===== src/rtl/sir_pkg.sv =====
package sir_pkg;
  localparam int CFG_W       = 5;
  localparam int REG_W       = 32;
  localparam int PULSE_START = 7;
  localparam int PULSE_LEN   = 3;

  typedef struct packed {
    logic rx_pol;
    logic tx_pol;
    logic fix_mode;
    logic rx_en;
    logic tx_en;
  } sir_cfg_t;
endpackage


===== src/rtl/sir_cfg_reg.sv =====
module sir_cfg_reg
  import sir_pkg::*;
(
  input  logic                 clk,
  input  logic                 rst_n,
  input  logic                 we_i,
  input  logic [CFG_W-1:0]     wdata_i,
  output sir_cfg_t             cfg_o,
  output logic [REG_W-1:0]     rdata_o
);
  sir_cfg_t cfg_q;

  always_ff @(posedge clk or negedge rst_n) begin
    if (!rst_n)    cfg_q <= '0;
    else if (we_i) cfg_q <= sir_cfg_t'(wdata_i);
  end

  assign cfg_o   = cfg_q;
  assign rdata_o = {{(REG_W-CFG_W){1'b0}}, cfg_q};

  p_cfg_write_r1: assert property (@(posedge clk) disable iff (!rst_n)
    we_i |=> rdata_o == {{(REG_W-CFG_W){1'b0}}, $past(wdata_i)});
endmodule


===== src/rtl/sir_tx_encoder.sv =====
module sir_tx_encoder
  import sir_pkg::*;
#(
  parameter int PHASES    = 16,
  parameter int FIX_TICKS = 160
) (
  input  logic clk,
  input  logic rst_n,
  input  logic en_i,
  input  logic fix_mode_i,
  input  logic tick16_i,
  input  logic sys_tick_i,
  input  logic txd_i,
  output logic pulse_o
);
  localparam int PW = $clog2(PHASES);
  localparam int FW = $clog2(FIX_TICKS + 1);

  logic [PW-1:0] phase_q, phase_d;
  logic          bit_q, bit_d;
  logic          rel_q;
  logic [FW-1:0] fix_q;
  logic          in_win, fix_start;

  always_comb begin
    phase_d = phase_q + PW'(1);
    bit_d   = bit_q;
    if (txd_i != bit_q || phase_q == PW'(PHASES - 1)) begin
      phase_d = '0;
      bit_d   = txd_i;
    end
    in_win    = !bit_d && int'(phase_d) >= PULSE_START &&
                int'(phase_d) < PULSE_START + PULSE_LEN;
    fix_start = !bit_d && int'(phase_d) == PULSE_START;
  end

  always_ff @(posedge clk or negedge rst_n) begin
    if (!rst_n) begin
      phase_q <= '0;
      bit_q   <= 1'b1;
      rel_q   <= 1'b0;
      fix_q   <= '0;
    end else if (!en_i) begin
      phase_q <= '0;
      bit_q   <= 1'b1;
      rel_q   <= 1'b0;
      fix_q   <= '0;
    end else begin
      if (tick16_i) begin
        phase_q <= phase_d;
        bit_q   <= bit_d;
        rel_q   <= in_win;
      end
      if (tick16_i && fix_start)         fix_q <= FW'(FIX_TICKS);
      else if (sys_tick_i && fix_q != 0) fix_q <= fix_q - FW'(1);
    end
  end

  assign pulse_o = fix_mode_i ? (fix_q != '0) : rel_q;

  p_idle_when_off_r2: assert property (@(posedge clk) disable iff (!rst_n)
    !en_i |=> (fix_q == '0 && !rel_q && bit_q));
  p_no_pulse_for_one_r4: assert property (@(posedge clk) disable iff (!rst_n)
    rel_q |-> !bit_q);
  p_pulse_phase_r4: assert property (@(posedge clk) disable iff (!rst_n)
    rel_q |-> (int'(phase_q) >= PULSE_START && int'(phase_q) < PULSE_START + PULSE_LEN));
  p_fix_bound_r5: assert property (@(posedge clk) disable iff (!rst_n)
    int'(fix_q) <= FIX_TICKS);
endmodule


===== src/rtl/sir_rx_decoder.sv =====
module sir_rx_decoder #(
  parameter int PHASES = 16
) (
  input  logic clk,
  input  logic rst_n,
  input  logic en_i,
  input  logic pol_i,
  input  logic tick16_i,
  input  logic pin_i,
  output logic nrz_o
);
  localparam int CW = $clog2(PHASES + 1);

  logic [2:0]    sync_q;
  logic [CW-1:0] cnt_q;
  logic          rise;

  assign rise = sync_q[1] & ~sync_q[2];

  always_ff @(posedge clk or negedge rst_n) begin
    if (!rst_n) begin
      sync_q <= '0;
      cnt_q  <= '0;
    end else if (!en_i) begin
      sync_q <= '0;
      cnt_q  <= '0;
    end else begin
      sync_q <= {sync_q[1:0], pin_i ^ pol_i};
      if (rise)                        cnt_q <= CW'(PHASES);
      else if (tick16_i && cnt_q != 0) cnt_q <= cnt_q - CW'(1);
    end
  end

  assign nrz_o = (cnt_q == '0);

  p_edge_drives_low_r8: assert property (@(posedge clk) disable iff (!rst_n)
    (en_i && rise) |=> !nrz_o);
  p_hold_between_ticks_r8: assert property (@(posedge clk) disable iff (!rst_n)
    (en_i && !rise && !tick16_i) |=> (cnt_q == $past(cnt_q) || cnt_q == '0));
  p_idle_when_off_r3: assert property (@(posedge clk) disable iff (!rst_n)
    !en_i |=> nrz_o);
endmodule


===== src/rtl/sir_codec.sv =====
module sir_codec
  import sir_pkg::*;
#(
  parameter int PHASES    = 16,
  parameter int FIX_TICKS = 160
) (
  input  logic             clk,
  input  logic             rst_n,
  input  logic             cfg_we_i,
  input  logic [CFG_W-1:0] cfg_wdata_i,
  output logic [REG_W-1:0] cfg_rdata_o,
  input  logic             tick16_i,
  input  logic             sys_tick_i,
  input  logic             uart_txd_i,
  output logic             ir_txd_o,
  input  logic             rxd_pin_i,
  output logic             uart_rxd_o
);
  sir_cfg_t cfg;
  logic     tx_pulse, rx_nrz;

  sir_cfg_reg u_cfg (
    .clk(clk), .rst_n(rst_n), .we_i(cfg_we_i), .wdata_i(cfg_wdata_i),
    .cfg_o(cfg), .rdata_o(cfg_rdata_o)
  );

  sir_tx_encoder #(.PHASES(PHASES), .FIX_TICKS(FIX_TICKS)) u_enc (
    .clk(clk), .rst_n(rst_n), .en_i(cfg.tx_en), .fix_mode_i(cfg.fix_mode),
    .tick16_i(tick16_i), .sys_tick_i(sys_tick_i), .txd_i(uart_txd_i),
    .pulse_o(tx_pulse)
  );

  sir_rx_decoder #(.PHASES(PHASES)) u_dec (
    .clk(clk), .rst_n(rst_n), .en_i(cfg.rx_en), .pol_i(cfg.rx_pol),
    .tick16_i(tick16_i), .pin_i(rxd_pin_i), .nrz_o(rx_nrz)
  );

  assign ir_txd_o   = cfg.tx_en ? (tx_pulse ^ cfg.tx_pol) : uart_txd_i;
  assign uart_rxd_o = cfg.rx_en ? rx_nrz : rxd_pin_i;
endmodule


===== config.mk =====
export PLATFORM = sky130hd
export DESIGN_NAME = sir_codec
export DESIGN_NICKNAME = d
export VERILOG_FILES = /design/src/rtl/sir_pkg.sv /design/src/rtl/sir_cfg_reg.sv /design/src/rtl/sir_tx_encoder.sv /design/src/rtl/sir_rx_decoder.sv /design/src/rtl/sir_codec.sv
export SDC_FILE = /design/constraint.sdc
export NUM_CORES = 1
export LEC_CHECK = 0
export CAP_MARGIN = 10
export CORE_MARGIN = 2
export CORE_UTILIZATION = 25
export DETAILED_ROUTE_END_ITERATION = 12
export GPL_ROUTABILITY_DRIVEN = 0
export HOLD_SLACK_MARGIN = 0.03
export PLACE_DENSITY = 0.59
export SLEW_MARGIN = 40
export SYNTH_ARGS = -nofsm -noshare
export SYNTH_HDL_FRONTEND = slang
export SYNTH_HIERARCHICAL = 1
export SYNTH_SLANG_ARGS = --single-unit

===== constraint.sdc =====
create_clock -name clk -period 2.9 [get_ports clk]
set_input_delay 0.87 -clock clk [delete_from_list [all_inputs] [get_ports clk]]
set_output_delay 0.87 -clock clk [all_outputs]
set_load 0.005 [all_outputs]

==> metrics.log, run 1 <==
INFO  metric run_status = finished, final reports clean
INFO  metric maxClockFrequency = 363 MHz
INFO  metric setup_ws = 0.143 ns
INFO  metric drive_gt1_frac = 0.183
INFO  metric power.share.sequential = 0.351
INFO  metric reg2reg_from = u_enc/phase_q[0]
INFO  metric globalRouteMet2Util = 0.138
INFO  metric dr_total_vias = 1179
INFO  metric power_per_cell_area = 794 mW/mm^2
INFO  metric synthesis.area_per_instance = 9.98 um^2
INFO  metric worst-endpoint-arrival = 1.89 ns
INFO  metric startpoint_type = flop
INFO  metric cap_violations = 0
INFO  metric die-area = 0.00750 mm^2
INFO  metric grt_setup_unrepaired = false
INFO  metric top_fanout_value_on_the_critical_path = 3
INFO  metric layout.cells.most_common_list = sky130_fd_sc_hd__conb_1, sky130_fd_sc_hd__dfrtp_1, sky130_fd_sc_hd__clkdlybuf4s50_1
INFO  metric port_buffers = 18
INFO  metric syn_inst = 171
INFO  metric cts-root-buf = sky130_fd_sc_hd__clkbuf_8
INFO  metric crit_required = 2.03 ns
INFO  metric global_route.peak_usage_layer = met2
INFO  metric placed_cells = 271
INFO  metric drtPass1Iterations = 4
INFO  metric finClkSkew = 0.00912 ns
INFO  metric sw_frac_of_total = 0.364
INFO  metric drt-initial-drc-count = 25
INFO  metric layout.cells.most_common = sky130_fd_sc_hd__conb_1
INFO  metric place_hpwl = 2.29 mm
INFO  metric cpPeakStageDelay = 0.41 ns
INFO  metric timing.hold.worst.class = flop to flop
INFO  metric synth_cell_type_count = 47
INFO  metric n_diodes = 0
INFO  metric fin_cells = 277
INFO  metric max-vdd-ir-drop = 0.280 mV
INFO  metric clk_pin_slew_worst_paths = 0.10 ns
INFO  metric floorplan.die.height = 86.6 um
INFO  metric primary_flip_flop_cell_chosen_by_synthesis_mapping = sky130_fd_sc_hd__dfrtp_1
INFO  metric post-route-period-util = 0.951
INFO  metric groute.layer.met3.usage = 0.0190
INFO  metric r2r_slack = 1.01 ns
INFO  metric cell_internal_pwr = 1000 uW
INFO  metric detail_route.vias_per_cell = 4.26
INFO  metric synth_warnings = 6
INFO  metric power.leakage = 0.000888 uW
INFO  metric h-tree-depth = 1
INFO  metric cts_num_sinks = 27
INFO  metric timing.final.setup_violations = 0
INFO  metric compound_cell_area_share_of_the_yosys_netlist = 0.110
INFO  metric cell_by_cell_listing_of_the_critical_path = inv_1, ha_1, nor3b_4, a31oi_1, xnor2_1, a21oi_1, dlygate4sd2_1
INFO  metric synth-edff-count = 0
INFO  metric io-pin-count = 46
INFO  metric startpoint_of_the_tightest_hold_check_path = u_dec/sync_q[0]
INFO  metric grtUsageMet1 = 0.106
INFO  metric fin_worst_hold_slack = 0.475 ns
INFO  metric clock_path_buffers = 2
INFO  metric gr-total-overflow = 0
INFO  metric clock_latency = 0.28 ns
INFO  metric mappedNetlistArea = 0.00171 mm^2
INFO  metric synth-seq-cells = 27
INFO  metric finalCriticalPeriod = 2.76 ns
INFO  metric number_of_hold_buffers_added_after_cts = 0
INFO  metric floorplan.core_area = 0.00668 mm^2
INFO  metric net_count_of_the_finished_layout = 214
INFO  metric drc = 0
INFO  metric routedWlPerCell = 10.7 um
INFO  metric p_switching = 573 uW
INFO  metric grt_pass1_wl = 4.91 mm
INFO  metric grt.total_usage = 0.0809
INFO  metric cpMaxStageDelayCell = sky130_fd_sc_hd__dfrtp_1
INFO  metric min_path_cells = 1
INFO  metric cts_buffers = 3
INFO  metric antenna_found_initial = 0
INFO  metric r2r.worst_path.cells = 5
INFO  metric cp-end-kind = output pin
INFO  metric worst_hold_path.endpoint = u_dec/sync_q[1]
INFO  metric synth_fa_ha_area_frac = 0.0293
INFO  metric initial_core_util = 0.255
INFO  metric yosys.area_share.xor_xnor = 0.0455
INFO  metric synth_top_family_by_area = simple AND/OR/NAND/NOR gates
INFO  metric post-layout-total-power = 1570 uW
INFO  metric finalHoldViolations = 0
INFO  metric synth_simple_gate_area_share = 0.184
INFO  metric synth.mux.area_fraction = 0.0711
INFO  metric core.rowCount = 30
INFO  metric utilization = 0.297
INFO  metric timing.setup.critical_path_class = flop to output pin
INFO  metric synth_sequential_area_ratio = 0.397
INFO  metric die_w = 86.6 um
INFO  metric finalMaxSlewViolations = 0
INFO  metric via_count_of_the_first_global_routing_pass = 1067
INFO  metric antenna_left = 0
INFO  metric grt_max_degree = 28
INFO  metric synth-async-reset-ratio = 1.00
INFO  metric tritoncts_clock_tree = built
INFO  metric worst_r2r_endpoint = u_enc/fix_q[7]
INFO  metric power.share.combinational = 0.510
INFO  metric drt_wl_total = 2.97 mm
INFO  metric place_ws = -0.0310 ns
INFO  metric pwr-share-clk = 0.139
INFO  metric layout-area-overhead-vs-synth = 16.2%
==> power by group through the flow <==
| stage | Clock [uW] | Combinational (uW) | Sequential [uW] |
|---|---|---|---|
| floorplan | 0 | 555 | 538 |
| global placement | 0 | 727 | 555 |
| detailed placement | 0 | 744 | 554 |
| CTS | 234 | 811 | 554 |
| global route | 248 | 890 | 567 |
| finish | 219 | 802 | 553 |
==> worst max-delay path by stage <==
stage	cells past startpoint	start	end	slack, ns
6_report	7	u_enc/fix_q[0]	ir_txd_o	0.14
5_1_grt	5	u_enc/fix_q[5]	ir_txd_o	0.001
4_1_cts	7	u_enc/fix_q[0]	ir_txd_o	0.11
3_5_place_dp	4	uart_txd_i	ir_txd_o	-0.03
3_3_place_gp	4	uart_txd_i	ir_txd_o	0.02
2_1_floorplan	6	u_enc/fix_q[1]	ir_txd_o	0.49
==> repair_timing <==
action | 4_1_cts | 5_1_grt
buffers inserted | 2 | 0
gates resized for setup | 6 | 0
endpoints found under the setup margin | 2 | 0
==> routing by layer <==
| metal | vias to the layer above | part of all wire |
|---|---|---|
| met1 | 558 | 0.46 |
| met2 | 30 | 0.49 |
| li1 | 589 | - |
| met3 | 2 | 0.043 |
| met5 | - | 0 |
| met4 | 0 | 0.0044 |
==> cells in the mapped netlist (2+ instances only) <==
library cell,number,area share
sky130_fd_sc_hd__nor2b_1,2,0.0073
sky130_fd_sc_hd__or3_1,2,0.0073
sky130_fd_sc_hd__a21oi_1,7,0.021
sky130_fd_sc_hd__nand2_1,10,0.022
sky130_fd_sc_hd__and2_1,6,0.022
sky130_fd_sc_hd__a21boi_1,3,0.013
sky130_fd_sc_hd__nor3b_1,3,0.013
sky130_fd_sc_hd__dfrtp_1,26,0.38
sky130_fd_sc_hd__mux2i_1,5,0.029
sky130_fd_sc_hd__xor2_1,4,0.021
sky130_fd_sc_hd__nand3_1,5,0.015
sky130_fd_sc_hd__xnor2_1,3,0.015
sky130_fd_sc_hd__o21ai_0,2,0.0059
sky130_fd_sc_hd__o31ai_1,3,0.013
sky130_fd_sc_hd__mux2_2,5,0.033
sky130_fd_sc_hd__nand2b_1,2,0.0073
sky130_fd_sc_hd__or4_4,2,0.013
sky130_fd_sc_hd__buf_4,32,0.14
sky130_fd_sc_hd__nand4_1,3,0.011
sky130_fd_sc_hd__nor2_1,9,0.020
sky130_fd_sc_hd__inv_1,7,0.015
sky130_fd_sc_hd__ha_1,4,0.029
sky130_fd_sc_hd__a21oi_2,2,0.010
==> critical path: cells and delay by family, from the launching register on <==
family	cells	cell delay (ns)
DFF	1	0.41
buffers and inverters	2	0.36
xor gates and xnor gates	1	0.24
AOI/OAI and AO/OA	2	0.22
and+or+nand+nor	1	0.20
adders and majority gates	1	0.19
==> sequential cells by signal, indices dropped and copies added (netlist names) <==
register,flops
u_enc/bit_q,1
u_cfg/cfg_o,5
u_dec/sync_q,3
u_enc/phase_q,4
u_enc/rel_q,1
u_enc/fix_q,8
u_dec/cnt_q,5
==> layout make-up <==
cell class	instances	area [um^2]
Inverter	7	26.3
Multi-Input combinational cell	129	863
Clock inverter	1	7.51
Clock buffer	3	41.3
Timing Repair Buffer	30	268
Fill cell	698	4700
Tap cell	80	100
Sequential cell	27	677
==> per-stage QoR <==
step	TNS, ns	area, um^2
2_1_floorplan	0	1800
5_1_grt	0	1980
6_report	0	1980
3_3_place_gp	0	1910
3_5_place_dp	-0.0310	1910
4_1_cts	0	1980
==> cell families (layout without fill, tap and decap cells) <==
kind of cell | after synthesis | after routing
simple gates | 53 | 53
flops | 27 | 27
mux | 11 | 11
other cells | 1 | 27
compound gates | 26 | 26
buf+inv | 41 | 41
fa+ha+maj | 4 | 4
xor+xnor | 8 | 8
No activity file was read; power rests on OpenSTA's default activity.
==> inputs of run 2 (changes only) <==
--- a/config.mk
+++ b/config.mk
@@ -10,6 +10,7 @@
 export CORE_UTILIZATION = 25
 export DETAILED_ROUTE_END_ITERATION = 12
 export GPL_ROUTABILITY_DRIVEN = 0
+export GPL_TIMING_DRIVEN = 1
 export HOLD_SLACK_MARGIN = 0.03
 export PLACE_DENSITY = 0.59
 export SLEW_MARGIN = 40
==> results of run 2 <==
No change in the layout: final DEF, timing and power equal those of run 1.
==> inputs of run 3 (changes only) <==
--- a/config.mk
+++ b/config.mk
@@ -13,6 +13,7 @@
 export GPL_TIMING_DRIVEN = 1
 export HOLD_SLACK_MARGIN = 0.03
 export PLACE_DENSITY = 0.59
+export SETUP_SLACK_MARGIN = 0.5
 export SLEW_MARGIN = 40
 export SYNTH_ARGS = -nofsm -noshare
 export SYNTH_HDL_FRONTEND = slang
==> metrics.log, run 3 (synthesis gave the netlist of run 1 again) <==
INFO  metric layout.cells.most_common_list = sky130_fd_sc_hd__conb_1, sky130_fd_sc_hd__dfrtp_1, sky130_fd_sc_hd__buf_4
INFO  metric h-tree-depth = 1 (unchanged)
INFO  metric drive_gt1_frac = 0.256 (+0.0734)
INFO  metric largest-register = u_enc/fix_q
INFO  metric largest_register_ffs = 8 (unchanged)
INFO  metric timing.setup.critical_path_class = flop to output pin
INFO  metric worst-endpoint-arrival = 1.64 ns (-0.25 ns)
INFO  metric layout.cells.most_common = sky130_fd_sc_hd__conb_1
INFO  metric finalHoldViolations = 0 (unchanged)
INFO  metric drc = 0 (unchanged)
INFO  metric cp-end-kind = output pin
INFO  metric startpoint_type = flop
INFO  metric run_status = finished, final reports clean
INFO  metric grt.total_usage = 0.0874 (+0.00650)
INFO  metric layout-area-overhead-vs-synth = 21.4%
INFO  metric grt_setup_unrepaired = true
INFO  metric finalMaxSlewViolations = 0 (unchanged)
INFO  metric tritoncts_clock_tree = built
INFO  metric detail_route.vias_per_cell = 4.30 (+0.95%)
INFO  metric io-pin-count = 46 (unchanged)
INFO  metric clock_latency = 0.27 ns (about the same)
INFO  metric n_diodes = 0 (unchanged)
INFO  metric cts_buffers = 3 (unchanged)
INFO  metric cts_num_sinks = 27 (unchanged)
INFO  metric dr_total_vias = 1216 (+3.1%)
INFO  metric place_hpwl = 2.28 mm (-0.69%)
INFO  metric finClkSkew = 0.00499 ns (-0.00412 ns)
INFO  metric via_count_of_the_first_global_routing_pass = 1136 (+6.5%)
INFO  metric gr-total-overflow = 0 (unchanged)
INFO  metric clock_path_buffers = 2 (unchanged)
INFO  metric placed_cells = 269 (-0.74%)
INFO  metric power_per_cell_area = 850 mW/mm^2 (+7.1%)
INFO  metric number_of_hold_buffers_added_after_cts = 0 (unchanged)
INFO  metric antenna_left = 0 (unchanged)
INFO  metric drt-initial-drc-count = 81 (+220%)
INFO  metric crit_required = 2.03 ns (about the same)
INFO  metric timing.final.setup_violations = 0 (unchanged)
INFO  metric drt_wl_total = 3.20 mm (+7.8%)
INFO  metric net_count_of_the_finished_layout = 220 (+2.8%)
INFO  metric routedWlPerCell = 11.3 um (+5.5%)
INFO  metric clk_pin_slew_worst_paths = 0.09 ns (about the same)
INFO  metric port_buffers = 18 (unchanged)
INFO  metric die-area = 0.00750 mm^2 (unchanged)
INFO  metric maxClockFrequency = 398 MHz (+9.7%)
INFO  metric post-route-period-util = 0.866 (-0.0842)
INFO  metric antenna_found_initial = 0 (unchanged)
INFO  metric timing.hold.worst.class = flop to flop
INFO  metric floorplan.core_area = 0.00668 mm^2 (unchanged)
INFO  metric grt_pass1_wl = 5.19 mm (+5.8%)
INFO  metric cts-root-buf = sky130_fd_sc_hd__clkbuf_8
INFO  metric fin_cells = 283 (+2.2%)
INFO  metric power.leakage = 0.000926 uW (+4.4%)
INFO  metric core.rowCount = 30 (unchanged)
INFO  metric drtPass1Iterations = 4 (unchanged)
INFO  metric grt_max_degree = 28 (unchanged)
INFO  metric fin_worst_hold_slack = 0.461 ns (-0.0135 ns)
INFO  metric max-vdd-ir-drop = 0.223 mV (-20%)
INFO  metric cap_violations = 0 (unchanged)
INFO  metric initial_core_util = 0.255 (unchanged)
INFO  metric floorplan.die.height = 86.6 um (unchanged)
INFO  metric top_fanout_value_on_the_critical_path = 3 (unchanged)
INFO  metric finalCriticalPeriod = 2.51 ns (-0.244 ns)
INFO  metric die_w = 86.6 um (unchanged)
## run 3: changes by cell type in the layout (fill, tap and decap cells not counted), sizes merged
| cell | before | now |
|---|---|---|
| clkdlybuf4s50 | 16 | 14 |
| clkinvlp | 1 | 0 |
| buf | 12 | 20 |
| clkbuf | 3 | 4 |
## run 3: final timing paths
check,end,startpoint,depth (start not counted),slack [ns]
min,u_dec/sync_q[1],u_dec/sync_q[0],1,0.46
max,uart_rxd_o,u_dec/cnt_q[1],6,0.39
min reg2reg,u_dec/sync_q[1],u_dec/sync_q[0],1,0.46
max reg2reg,u_enc/fix_q[5],u_enc/phase_q[0],5,1.03
min in group asynchronous,u_enc/phase_q[3],rst_n,2,0.96
max in group asynchronous,u_enc/bit_q,rst_n,2,1.64
## run 3: power by group
group	total (uW)	internal, uW	leakage (uW)	switching [uW]
Combinational	982	563	0.000551	419
Sequential	570	462	0.000353	107
Clock	209	98.4	0.0000228	111
## run 3: cell type report
cell class              count  area [um^2]
inverters                   7         26.3
well taps                  80          100
multi-input cells         129          913
flip-flops and latches     27          678
fillers                   698         4610
repair buffers             36          309
clock buffers               4         45.0
## run 3: metrics by stage
step / power (uW) / utilization / cell area (um^2) / worst slack [ns] / setup TNS, ns
after CTS: 1680 / 0.304 / 2030 / 0.389 / 0
after floorplan: 1100 / - / 1810 / 0.634 / 0
after detailed placement: 1280 / 0.284 / 1900 / -0.118 / -0.118
after global routing: 1910 / 0.310 / 2070 / 0.314 / 0
final: 1760 / 0.310 / 2070 / 0.387 / 0
after global placement: 1280 / 0.284 / 1900 / -0.120 / -0.120
## run 3: layer usage
metal	vias to the layer above	wire (um)	global-route usage
met3	2	144	0.0267
met4	0	19	0.0213
li1	605	-	-
met1	581	1460	0.112
met5	-	0	0
met2	28	1580	0.144
## run 3: timing repair
item	in CTS	in global routing
pin swaps	4	3
buffers inserted	6	4
gates resized for setup	24	2
setup endpoints to repair	5	2
## run 3: critical path, cell delays in order (launching register included)
cell,delay [ns]
sky130_fd_sc_hd__dfrtp_1,0.41
sky130_fd_sc_hd__inv_2,0.08
sky130_fd_sc_hd__ha_4,0.12
sky130_fd_sc_hd__or4b_4,0.47
sky130_fd_sc_hd__inv_2,0.08
sky130_fd_sc_hd__mux2_4,0.14
sky130_fd_sc_hd__buf_6,0.08
